### config.mk
export PLATFORM = sky130hd
export DESIGN_NAME = keyed_watchdog
export DESIGN_NICKNAME = d
export VERILOG_FILES = /design/src/rtl/keyed_wdt_pkg.sv /design/src/rtl/kwd_rst_sync.sv /design/src/rtl/kwd_regif.sv /design/src/rtl/kwd_base_ctr.sv /design/src/rtl/kwd_main_ctr.sv /design/src/rtl/keyed_watchdog.sv
export SDC_FILE = /design/constraint.sdc
export NUM_CORES = 1
export LEC_CHECK = 0
export ABC_AREA = 1
export BUFFER_PORTS_ARGS = -buffer_cell sky130_fd_sc_hd__buf_2
export CORE_MARGIN = 1.5
export CORE_UTILIZATION = 35
export DETAILED_ROUTE_END_ITERATION = 10
export GPL_ROUTABILITY_DRIVEN = 0
export SYNTH_ARGS = -nofsm -noshare
export SYNTH_HDL_FRONTEND = slang
export SYNTH_SLANG_ARGS = --single-unit
export TNS_END_PERCENT = 30
### constraint.sdc
create_clock -name clk_i -period 1.45 [get_ports clk_i]
set_clock_uncertainty 0.15 [all_clocks]
set_input_delay 0.2175 -clock clk_i [delete_from_list [all_inputs] [get_ports clk_i]]
set_output_delay 0.2175 -clock clk_i [all_outputs]
set_load 0.01 [all_outputs]
### src/rtl/keyed_wdt_pkg.sv
package keyed_wdt_pkg;

  localparam int unsigned DATA_W = 32;
  localparam int unsigned BE_W   = DATA_W / 8;

  localparam logic [DATA_W-1:0] BASE_KEY = 32'h0000_0055;
  localparam logic [BE_W-1:0]   FULL_BE  = '1;

  typedef struct packed {
    logic thr_wr;   // threshold register written
    logic key_clr;  // valid keyed clear of the base counter
  } wdt_cmd_t;

endpackage

### src/rtl/kwd_rst_sync.sv
module kwd_rst_sync #(
  parameter int unsigned STAGES = 2
) (
  input  logic clk_i,
  input  logic rst_ni,
  output logic rst_no
);

  logic [STAGES-1:0] sync_q;
  logic [STAGES-1:0] sync_d;

  if (STAGES > 1) begin : g_multi
    always_comb sync_d = {sync_q[STAGES-2:0], 1'b1};
  end else begin : g_single
    always_comb sync_d = 1'b1;
  end

  always_ff @(posedge clk_i or negedge rst_ni) begin
    if (!rst_ni) sync_q <= '0;
    else         sync_q <= sync_d;
  end

  assign rst_no = sync_q[STAGES-1];

endmodule

### src/rtl/kwd_regif.sv
module kwd_regif
  import keyed_wdt_pkg::*;
#(
  parameter int unsigned ADDR_W    = 4,
  parameter logic [ADDR_W-1:0] THR_ADDR  = 4'h0,
  parameter logic [ADDR_W-1:0] BCLR_ADDR = 4'h4
) (
  input  logic              wr_en_i,
  input  logic [ADDR_W-1:0] wr_addr_i,
  input  logic [DATA_W-1:0] wr_data_i,
  input  logic [BE_W-1:0]   wr_be_i,
  output wdt_cmd_t          cmd_o
);

  logic hit_thr;
  logic hit_bclr;
  logic full_word;
  logic key_match;

  always_comb begin
    hit_thr   = wr_en_i && (wr_addr_i == THR_ADDR);
    hit_bclr  = wr_en_i && (wr_addr_i == BCLR_ADDR);
    full_word = (wr_be_i == FULL_BE);
    key_match = (wr_data_i == BASE_KEY);

    cmd_o.thr_wr  = hit_thr;
    cmd_o.key_clr = hit_bclr && full_word && key_match;
  end

  always_comb begin
    if (wr_en_i && (wr_addr_i == BCLR_ADDR) && (wr_be_i != FULL_BE)) begin
      assert_partial_ignored_R6 : assert (!cmd_o.key_clr);
    end
    if (wr_en_i && (wr_data_i != BASE_KEY)) begin
      assert_wrong_key_ignored_R7 : assert (!cmd_o.key_clr);
    end
    if (wr_en_i && (wr_addr_i != THR_ADDR) && (wr_addr_i != BCLR_ADDR)) begin
      assert_other_addr_ignored_R9 : assert (!cmd_o.thr_wr && !cmd_o.key_clr);
    end
  end

endmodule

### src/rtl/kwd_base_ctr.sv
module kwd_base_ctr #(
  parameter int unsigned BASE_W = 20
) (
  input  logic clk_i,
  input  logic rst_ni,
  input  logic clr_i,
  output logic tick_o
);

  localparam logic [BASE_W-1:0] BASE_MAX = '1;
  localparam logic [BASE_W-1:0] BASE_ONE = BASE_W'(1);

  logic [BASE_W-1:0] base_q;
  logic [BASE_W-1:0] base_d;

  always_comb begin
    if (clr_i) base_d = '0;
    else       base_d = base_q + BASE_ONE;
  end

  always_ff @(posedge clk_i or negedge rst_ni) begin
    if (!rst_ni) base_q <= '0;
    else         base_q <= base_d;
  end

  // a keyed clear suppresses the wrap of the period it cuts short
  assign tick_o = (base_q == BASE_MAX) && !clr_i;

  assert_key_clear_R5 : assert property (@(posedge clk_i) disable iff (!rst_ni)
    clr_i |=> (base_q == '0));

  assert_base_step_R2 : assert property (@(posedge clk_i) disable iff (!rst_ni)
    !clr_i |=> (base_q == $past(base_q) + BASE_ONE));

  assert_tick_after_full_R2 : assert property (@(posedge clk_i) disable iff (!rst_ni)
    tick_o |=> (base_q == '0));

endmodule

### src/rtl/kwd_main_ctr.sv
module kwd_main_ctr #(
  parameter int unsigned MAIN_W = 12
) (
  input  logic              clk_i,
  input  logic              rst_ni,
  input  logic              tick_i,
  input  logic              thr_wr_i,
  input  logic [MAIN_W-1:0] thr_data_i,
  output logic              ovf_o
);

  localparam logic [MAIN_W-1:0] MAIN_ONE = MAIN_W'(1);

  logic [MAIN_W-1:0] thr_q, thr_d;
  logic [MAIN_W-1:0] main_q, main_d;
  logic              ovf_q, ovf_d;
  logic              armed;
  logic              at_limit;
  logic              thr_en;

  always_comb begin
    armed    = (thr_q != '0);
    at_limit = armed && (main_q == thr_q);
    thr_en   = thr_wr_i;
    thr_d    = thr_data_i;

    if (thr_wr_i)                 main_d = '0;
    else if (tick_i && !at_limit) main_d = main_q + MAIN_ONE;
    else                          main_d = main_q;

    if (thr_wr_i) ovf_d = 1'b0;
    else          ovf_d = ovf_q || at_limit;
  end

  always_ff @(posedge clk_i or negedge rst_ni) begin
    if (!rst_ni) begin
      thr_q  <= '0;
      main_q <= '0;
      ovf_q  <= 1'b0;
    end else begin
      if (thr_en) thr_q <= thr_d;
      main_q <= main_d;
      ovf_q  <= ovf_d;
    end
  end

  assign ovf_o = ovf_q;

  assert_thr_clear_R4 : assert property (@(posedge clk_i) disable iff (!rst_ni)
    thr_wr_i |=> (main_q == '0) && !ovf_q && (thr_q == $past(thr_data_i)));

  assert_ovf_hold_R3 : assert property (@(posedge clk_i) disable iff (!rst_ni)
    (ovf_q && !thr_wr_i) |=> ovf_q);

  assert_ovf_rise_R3 : assert property (@(posedge clk_i) disable iff (!rst_ni)
    $rose(ovf_q) |-> ($past(main_q) == $past(thr_q)));

  assert_main_step_R2 : assert property (@(posedge clk_i) disable iff (!rst_ni)
    (!thr_wr_i && tick_i && !ovf_q && (main_q != thr_q)) |=> (main_q == $past(main_q) + MAIN_ONE));

  assert_zero_disables_R8 : assert property (@(posedge clk_i) disable iff (!rst_ni)
    (thr_q == '0) |-> !ovf_q);

endmodule

### src/rtl/keyed_watchdog.sv
module keyed_watchdog
  import keyed_wdt_pkg::*;
#(
  parameter int unsigned BASE_W    = 20,
  parameter int unsigned MAIN_W    = 12,
  parameter int unsigned ADDR_W    = 4,
  parameter logic [ADDR_W-1:0] THR_ADDR  = 4'h0,
  parameter logic [ADDR_W-1:0] BCLR_ADDR = 4'h4,
  parameter int unsigned SYNC_STAGES = 2
) (
  input  logic                 clk_i,
  input  logic                 rst_ni,
  input  logic                 wr_en_i,
  input  logic [ADDR_W-1:0]    wr_addr_i,
  input  logic [DATA_W-1:0]    wr_data_i,
  input  logic [BE_W-1:0]      wr_be_i,
  output logic                 ovf_o
);

  logic     rst_sync_n;
  wdt_cmd_t cmd;
  logic     base_tick;

  kwd_rst_sync #(.STAGES(SYNC_STAGES)) u_rst_sync (
    .clk_i  (clk_i),
    .rst_ni (rst_ni),
    .rst_no (rst_sync_n)
  );

  kwd_regif #(
    .ADDR_W    (ADDR_W),
    .THR_ADDR  (THR_ADDR),
    .BCLR_ADDR (BCLR_ADDR)
  ) u_regif (
    .wr_en_i   (wr_en_i),
    .wr_addr_i (wr_addr_i),
    .wr_data_i (wr_data_i),
    .wr_be_i   (wr_be_i),
    .cmd_o     (cmd)
  );

  kwd_base_ctr #(.BASE_W(BASE_W)) u_base (
    .clk_i  (clk_i),
    .rst_ni (rst_sync_n),
    .clr_i  (cmd.key_clr),
    .tick_o (base_tick)
  );

  kwd_main_ctr #(.MAIN_W(MAIN_W)) u_main (
    .clk_i      (clk_i),
    .rst_ni     (rst_sync_n),
    .tick_i     (base_tick),
    .thr_wr_i   (cmd.thr_wr),
    .thr_data_i (wr_data_i[MAIN_W-1:0]),
    .ovf_o      (ovf_o)
  );

  assert_reset_quiet_R1 : assert property (@(posedge clk_i) disable iff (!rst_sync_n)
    $rose(rst_sync_n) |-> !ovf_o);

endmodule

# Yosys cells after proc, flatten, opt, wreduce, memory -nomap -nowiden
# Index checks and enable logic that the tools add are counted.
[totals]
reg_bits = 47
inputBits = 43
out_inout_bits = 1
wordCells = 29
[op_classes]
addsub = 2
n_eq_ne = 5
muxes = 4
n_reduce_logical = 13
[op_table]
columns = ["op", "count"]
rows = [
  ["equality test 32 x 7 -> 1 bit (second input constant)", 1],
  ["2-to-1 mux 12 bit", 2],
  ["adder 20 x 1 -> 20 bit (second input constant)", 1],
  ["equality test 20 bit (second input constant)", 1],
  ["2-to-1 mux 20 bit", 1],
  ["adder 12 x 1 -> 12 bit (second input constant)", 1],
  ["equality test 12 bit", 1],
  ["nonzero test 12 bit", 1],
  ["logical AND 1 bit", 7],
  ["equality test 4 x 3 -> 1 bit (second input constant)", 1],
  ["equality test 4 bit (second input constant)", 1],
  ["zero test 4 bit", 1],
  ["zero test 1 bit", 2],
  ["nonzero test 2 bit", 1],
  ["logical OR 1 bit", 1],
  ["2-to-1 mux 1 bit", 1],
]

# Depth between registers and ports, before layout
[logic_depth]
word_depth = 9
mapped_depth = 11
ltp_nobuf = 11

# By module
# A second synthesis with hierarchy kept.
[hier_totals]
cells_unflattened = 440
hier_area_um2 = 2945.3
[by_module_without_submodules]
columns = ["mod", "n_inst", "cells_per_inst", "area_per_inst_um2", "seq_area_each_um2"]
rows = [
  ["kwd_main_ctr", 1, 226, 1511.4, 625.6],
  ["kwd_base_ctr", 1, 153, 1137.3, 500.5],
  ["kwd_regif", 1, 58, 242.7, 0.0],
  ["kwd_rst_sync", 1, 3, 53.8, 50.0],
]

# Worst setup path before layout
# OpenSTA, ideal clock, no wires.
[synth_path]
path_kind = "register to register"
from = "register u_base.base_q[0]"
to = "register u_main.main_q[2]"
setup_ps = 118
t_arrival_ps = 1430
t_required_ps = 1182
path_slack_ps = -249
path_stages_with_launch = 12
n_path_buf = 1
synth_period_minus_slack_ps = 1699
path_cell_list = "dfrtp_1 ha_1 nand2_1 nor2_4 nand2_4 nor2_4 nand2_1 nor2_2 nand3_2 buf_6 nand3_2 nand2_1"
[synth_via]
elab_chain_cells = 4
[synth_lines]
columns = ["item", "line_no", "text"]
rows = [
  ["start, declared", "kwd_base_ctr.sv:13", "logic [BASE_W-1:0] base_q;"],
  ["start signal, assigned", "kwd_base_ctr.sv:23", "else base_q <= base_d;"],
  ["equality test 20 bit", "kwd_base_ctr.sv:27", "assign tick_o = (base_q == BASE_MAX) && !clr_i;"],
  ["logical AND 1 bit", "kwd_base_ctr.sv:27", ""],
  ["logical AND 1 bit", "kwd_main_ctr.sv:28", "else if (tick_i && !at_limit) main_d = main_q + MAIN_ONE;"],
  ["nonzero test 2 bit (no line)", "n/a", ""],
  ["end signal, assigned", "kwd_main_ctr.sv:42", "main_q <= main_d;"],
  ["end, declared", "kwd_main_ctr.sv:15", "logic [MAIN_W-1:0] main_q, main_d;"],
]
# Every way passes these cells.
# A chain may end at the register's enable or synchronous reset.

# Worst setup path in the final report
[layout_path]
from = "register u_base.base_q[0]"
to = "register u_main.main_q[5]"
# The elaborated chain is that of the path after synthesis.

==> impl_summary.md <==
Run status
The final reports fail on negative setup slack. The run finished, with violations left.

Critical path
Together, buffers and inverters on the worst path number 1. The startpoint class of the critical path is a register. The endpoint kind of the worst setup timing path is a register. The critical path's largest stage delay is around 0.37 ns. The logic depth of the worst register-to-register path is 10. The critical path data arrival time is 1.78 ns. Walking the worst path, the cells encountered are ha_2 -> nand2_2 -> nor2_4 -> nand2_4 -> nor2_8 -> nand3b_4 -> a21oi_4 -> buf_12 -> nand4_1 -> nand2_1. In this run the critical register-to-register path is captured at u_main.main_q[5].

Data on the critical path is required at its endpoint by approximately 1.5 ns. The setup check on the worst reg-to-reg path leaves a slack of -0.24 ns. The worst-path cell with the longest stage delay is sky130_fd_sc_hd__dfrtp_1.

The startpoint of the worst-slack reg-to-reg timing path is u_base.base_q[0]. The critical path class is register to register. In this run the worst path has a maximum fanout of 12.

The largest delay contributor family on the critical path is simple AND/OR/NAND/NOR gates.

Timing
The period utilization is 117%. The count of pins over their slew limit is 0. For this run, the top clock speed supported by timing is about 590 MHz. Setup repair after global routing could not meet its margin everywhere. The setup total negative slack is -3.50 ns.

Across all setup checks in the final design, the least slack found is -0.244 ns. The minimum clock period after layout is about 1.7 ns. The final hold violation count is 0. Setup violations remaining at the end of the flow were counted as 23.

Synth
The most used standard cell by instance count after synthesis is sky130_fd_sc_hd__nand2_1. By area, the combinational part of the netlist is dominated by simple AND/OR/NAND/NOR gates. For this run, the number of Yosys warnings is 0. For this run, the leading register cell type out of synthesis is sky130_fd_sc_hd__dfrtp_1. Of the total synthesized cell area, the portion taken by AND, OR, NAND and NOR gates is between 40% and 50%. The post-synthesis async set-or-reset flop share is between 90% and 100%. Summing the areas of all compound-gate instances in the mapped netlist gives ~4.3% of the synthesized area. In this run the cell area of the synthesized design comes to around 0.0032 sq mm. The net count of the mapped netlist is 513. Yosys mapped the design onto 34 distinct sky130hd cell types. The synthesized netlist cell count is around 470. The cell type with the largest total area after synthesis is sky130_fd_sc_hd__dfrtp_1.

In this run, synthesis produced a sequential element count of 47. After synthesis, the most frequently instantiated cells are 126 x sky130_fd_sc_hd__nand2_1, 80 x sky130_fd_sc_hd__nor2_1, 68 x sky130_fd_sc_hd__inv_1. After synthesis, the cell types taking the most area are sky130_fd_sc_hd__dfrtp_1 37%, sky130_fd_sc_hd__nand2_1 15%, sky130_fd_sc_hd__nor2_1 9.4%.

Summed over its instances, the top area cell type makes up 37.0% of the synthesized netlist area. The synthesized netlist devotes around 3.6% of its cell area to XOR and XNOR gates. Sequential cells were found to cover roughly 37% of the synthesized design area.

The number of flops mapped to enable cells by yosys is 0. The mean instance size in the synthesized netlist is approximately 6.8 sq um. Multiplexer cells account for 0% of the synthesized area. Summing the areas of all fa, ha and maj instances in the mapped netlist gives 0.787% of the synthesized area.

Floorplanning
Row generation in the floorplan step produced 34 rows. The number of placed I/O pins is 44. The placeable core area is between 0.008 and 0.009 sq mm. In this run the horizontal extent of the chip is a little under 100 um. The initial utilization of the core area, before any placement, comes to roughly 36%. The floorplan die height is a little under 100 um. The floorplan step defined a die boundary enclosing about 0.0097 sq mm.

Global route
The number of global-route vias before repair is about 3300. The sum of overflow across all layers after global routing is 0. The overall global routing resource usage is between 10% and 20%. The initial antenna violation count was 0. The pin count of the biggest net entering global routing is 32. The global-route wire length before repair is 14.4 mm.

Detailed routing
The iteration-0 DRC count of the detailed router is around 160. After detailed routing, the number of vias per cell comes to 4.65. Wires add up to 8.44 mm.

The antenna violation net count after detailed routing is 0. The number of vias in the routed layout is approximately 3300. Dividing the detail-routed wire length by the instance count gives approximately 12 um. Before antenna repair, the detailed router went through 4 iterations. The number of design rule violations left after detail routing is 0.

CTS
In this run the deepest clock path goes through 2 buffers. TritonCTS built the clock tree. The root buffer cell chosen for the clock tree is sky130_fd_sc_hd__clkbuf_8. Counting the buffers created by CTS gives 5. The number of H-tree branching levels is 2. Clock-pin slew was measured on the worst setup and hold paths at 0.09 ns.

The clock latency on the worst-skew pair is 0.30 ns. The number of sinks on the clock net is 47.

Worst hold path
The worst hold path begins at wr_data_i[6]. The terminating pin of the worst hold path is u_main.thr_q[6]. The type of the worst min-delay path is input port to register.

Along the worst hold path, the cell count comes to 3.

Cells and area
The repair_antennas step left the layout with diodes totalling 0. Leaving out filler cells and counting taps, the final layout contains 715. The layout-stage area growth over the synthesis result is 38.8%. The total number of nets in the final design is about 650. Cells with a size suffix above 1 make up 32.8% of the layout. After filler insertion, the fill cell instance count of the layout stands at 852. Summing all flip-flop and latch instances after layout gives between 0.001 and 0.0015 sq mm.

In the final layout, the multi-input gates occupy approximately 0.0017 sq mm. With fillers left out, the area of the finished cells amounts to ~0.0044 sq mm.

Power and ir drop
The peak supply drop is 506 uV. In this run the static leakage power is around 0.0024 uW. The power per cell area is between 600 and 700 mW/mm^2.

Place
Summed over all nets, the half-perimeter wirelength after detailed placement is approximately 6.7 mm. Summing all placed instances gives a cell area of roughly 0.0042 sq mm. Port buffering added 43 buffers. Before CTS, the worst setup slack after placement is -0.282 ns. The placed cell count is 705.

Job
The count of max-cap constraint violations is 0.
==> metal layers <==
| layer | vias up | wire [um] | track usage [%] |
|---|---|---|---|
| li1 | 1737 | - | - |
| met5 | - | 0 | 0 |
| met4 | 0 | 90 | 3.47 |
| met3 | 6 | 190 | 2.65 |
| met1 | 1546 | 3850 | 22.6 |
| met2 | 35 | 4310 | 33.2 |
==> cell usage in the layout (no fill, tap or decap), types with 3 or more instances in the layout <==
cell	n
sky130_fd_sc_hd__nand2_1	122
sky130_fd_sc_hd__buf_4	90
sky130_fd_sc_hd__nor2_1	72
sky130_fd_sc_hd__inv_1	67
sky130_fd_sc_hd__dfrtp_1	44
sky130_fd_sc_hd__buf_2	43
sky130_fd_sc_hd__nand3_1	30
sky130_fd_sc_hd__nand4_1	18
sky130_fd_sc_hd__nor2_2	14
sky130_fd_sc_hd__o21ai_0	14
sky130_fd_sc_hd__nand3_2	12
sky130_fd_sc_hd__xor2_1	10
sky130_fd_sc_hd__nor3_1	8
sky130_fd_sc_hd__nand2_2	5
sky130_fd_sc_hd__clkbuf_8	5
sky130_fd_sc_hd__nor2_4	4
sky130_fd_sc_hd__inv_2	4
sky130_fd_sc_hd__a21oi_1	4
sky130_fd_sc_hd__o21ai_1	4
sky130_fd_sc_hd__buf_12	4
sky130_fd_sc_hd__xnor2_1	3
sky130_fd_sc_hd__dfrtp_2	3
==> logic make-up after synthesis <==
logic type / count (synthesis)
simple gates: 300
buf+inv: 80
flops: 47
compound gates: 25
xor+xnor: 13
fa+ha+maj: 2
other cells: 1
==> worst register-to-register path: cells and delay by family, from the launching register on <==
family	cells	cell delay [ns]
adders and majority gates	1	0.19
and+or+nand+nor	7	0.63
DFF	1	0.37
AOI/OAI and AO/OA	1	0.14
buffers and inverters	1	0.15
==> sequential cells by signal (all words and copies together) (netlist names) <==
| register | count |
|---|---|
| u_base.base_q | 20 |
| u_main.main_q | 12 |
| u_main.thr_q | 12 |
| u_rst_sync.sync_q | 2 |
| u_main.ovf_o | 1 |
==> through the flow <==
step	utilization [%]	hold WS, ns	power (uW)
final	50.4	0.0297	2820
after global routing	50.4	0.0505	3000
after CTS	49.8	0.0179	2860
after detailed placement	48.4	-0.145	2070
after global placement	48.4	-0.147	2050
after floorplan	-	-0.228	1770
==> final cells by class <==
| class | count | area share [%] |
|---|---|---|
| Multi-Input combinational cell | 341 | 39.6 |
| Sequential cell | 47 | 26.7 |
| Timing Repair Buffer | 140 | 22.7 |
| Inverter | 72 | 6.18 |
| Tap cell | 108 | 3.06 |
| Clock buffer | 7 | 1.73 |
==> power breakdown <==
part / internal (uW) / total [uW] / switching, uW
combinational: 277 / 575 / 299
clock: 334 / 771 / 437
sequential: 1400 / 1480 / 78.7
total: 2010 / 2820 / 814
==> worst max path at each step <==
stage | startpoint | endpoint | slack, ns | depth (start not counted)
6_report | u_base.base_q[0] | u_main.main_q[5] | -0.24 | 10
5_1_grt | u_main.main_q[0] | u_main.main_q[8] | -0.36 | 10
4_1_cts | u_base.base_q[0] | u_main.main_q[10] | -0.27 | 10
3_5_place_dp | u_base.base_q[0] | u_main.main_q[6] | -0.28 | 11
3_3_place_gp | u_base.base_q[0] | u_main.main_q[11] | -0.24 | 11
2_1_floorplan | u_base.base_q[0] | u_main.main_q[2] | -0.21 | 11
==> timing repair <==
item,in CTS,in global routing
pin swaps,11,7
gates resized for setup,11,16
buffers inserted,1,1
hold buffers,1,0
endpoints found under the hold margin,2,0
endpoints found under the setup margin,27,29
Note: power is estimated with default switching activity, not from simulation.
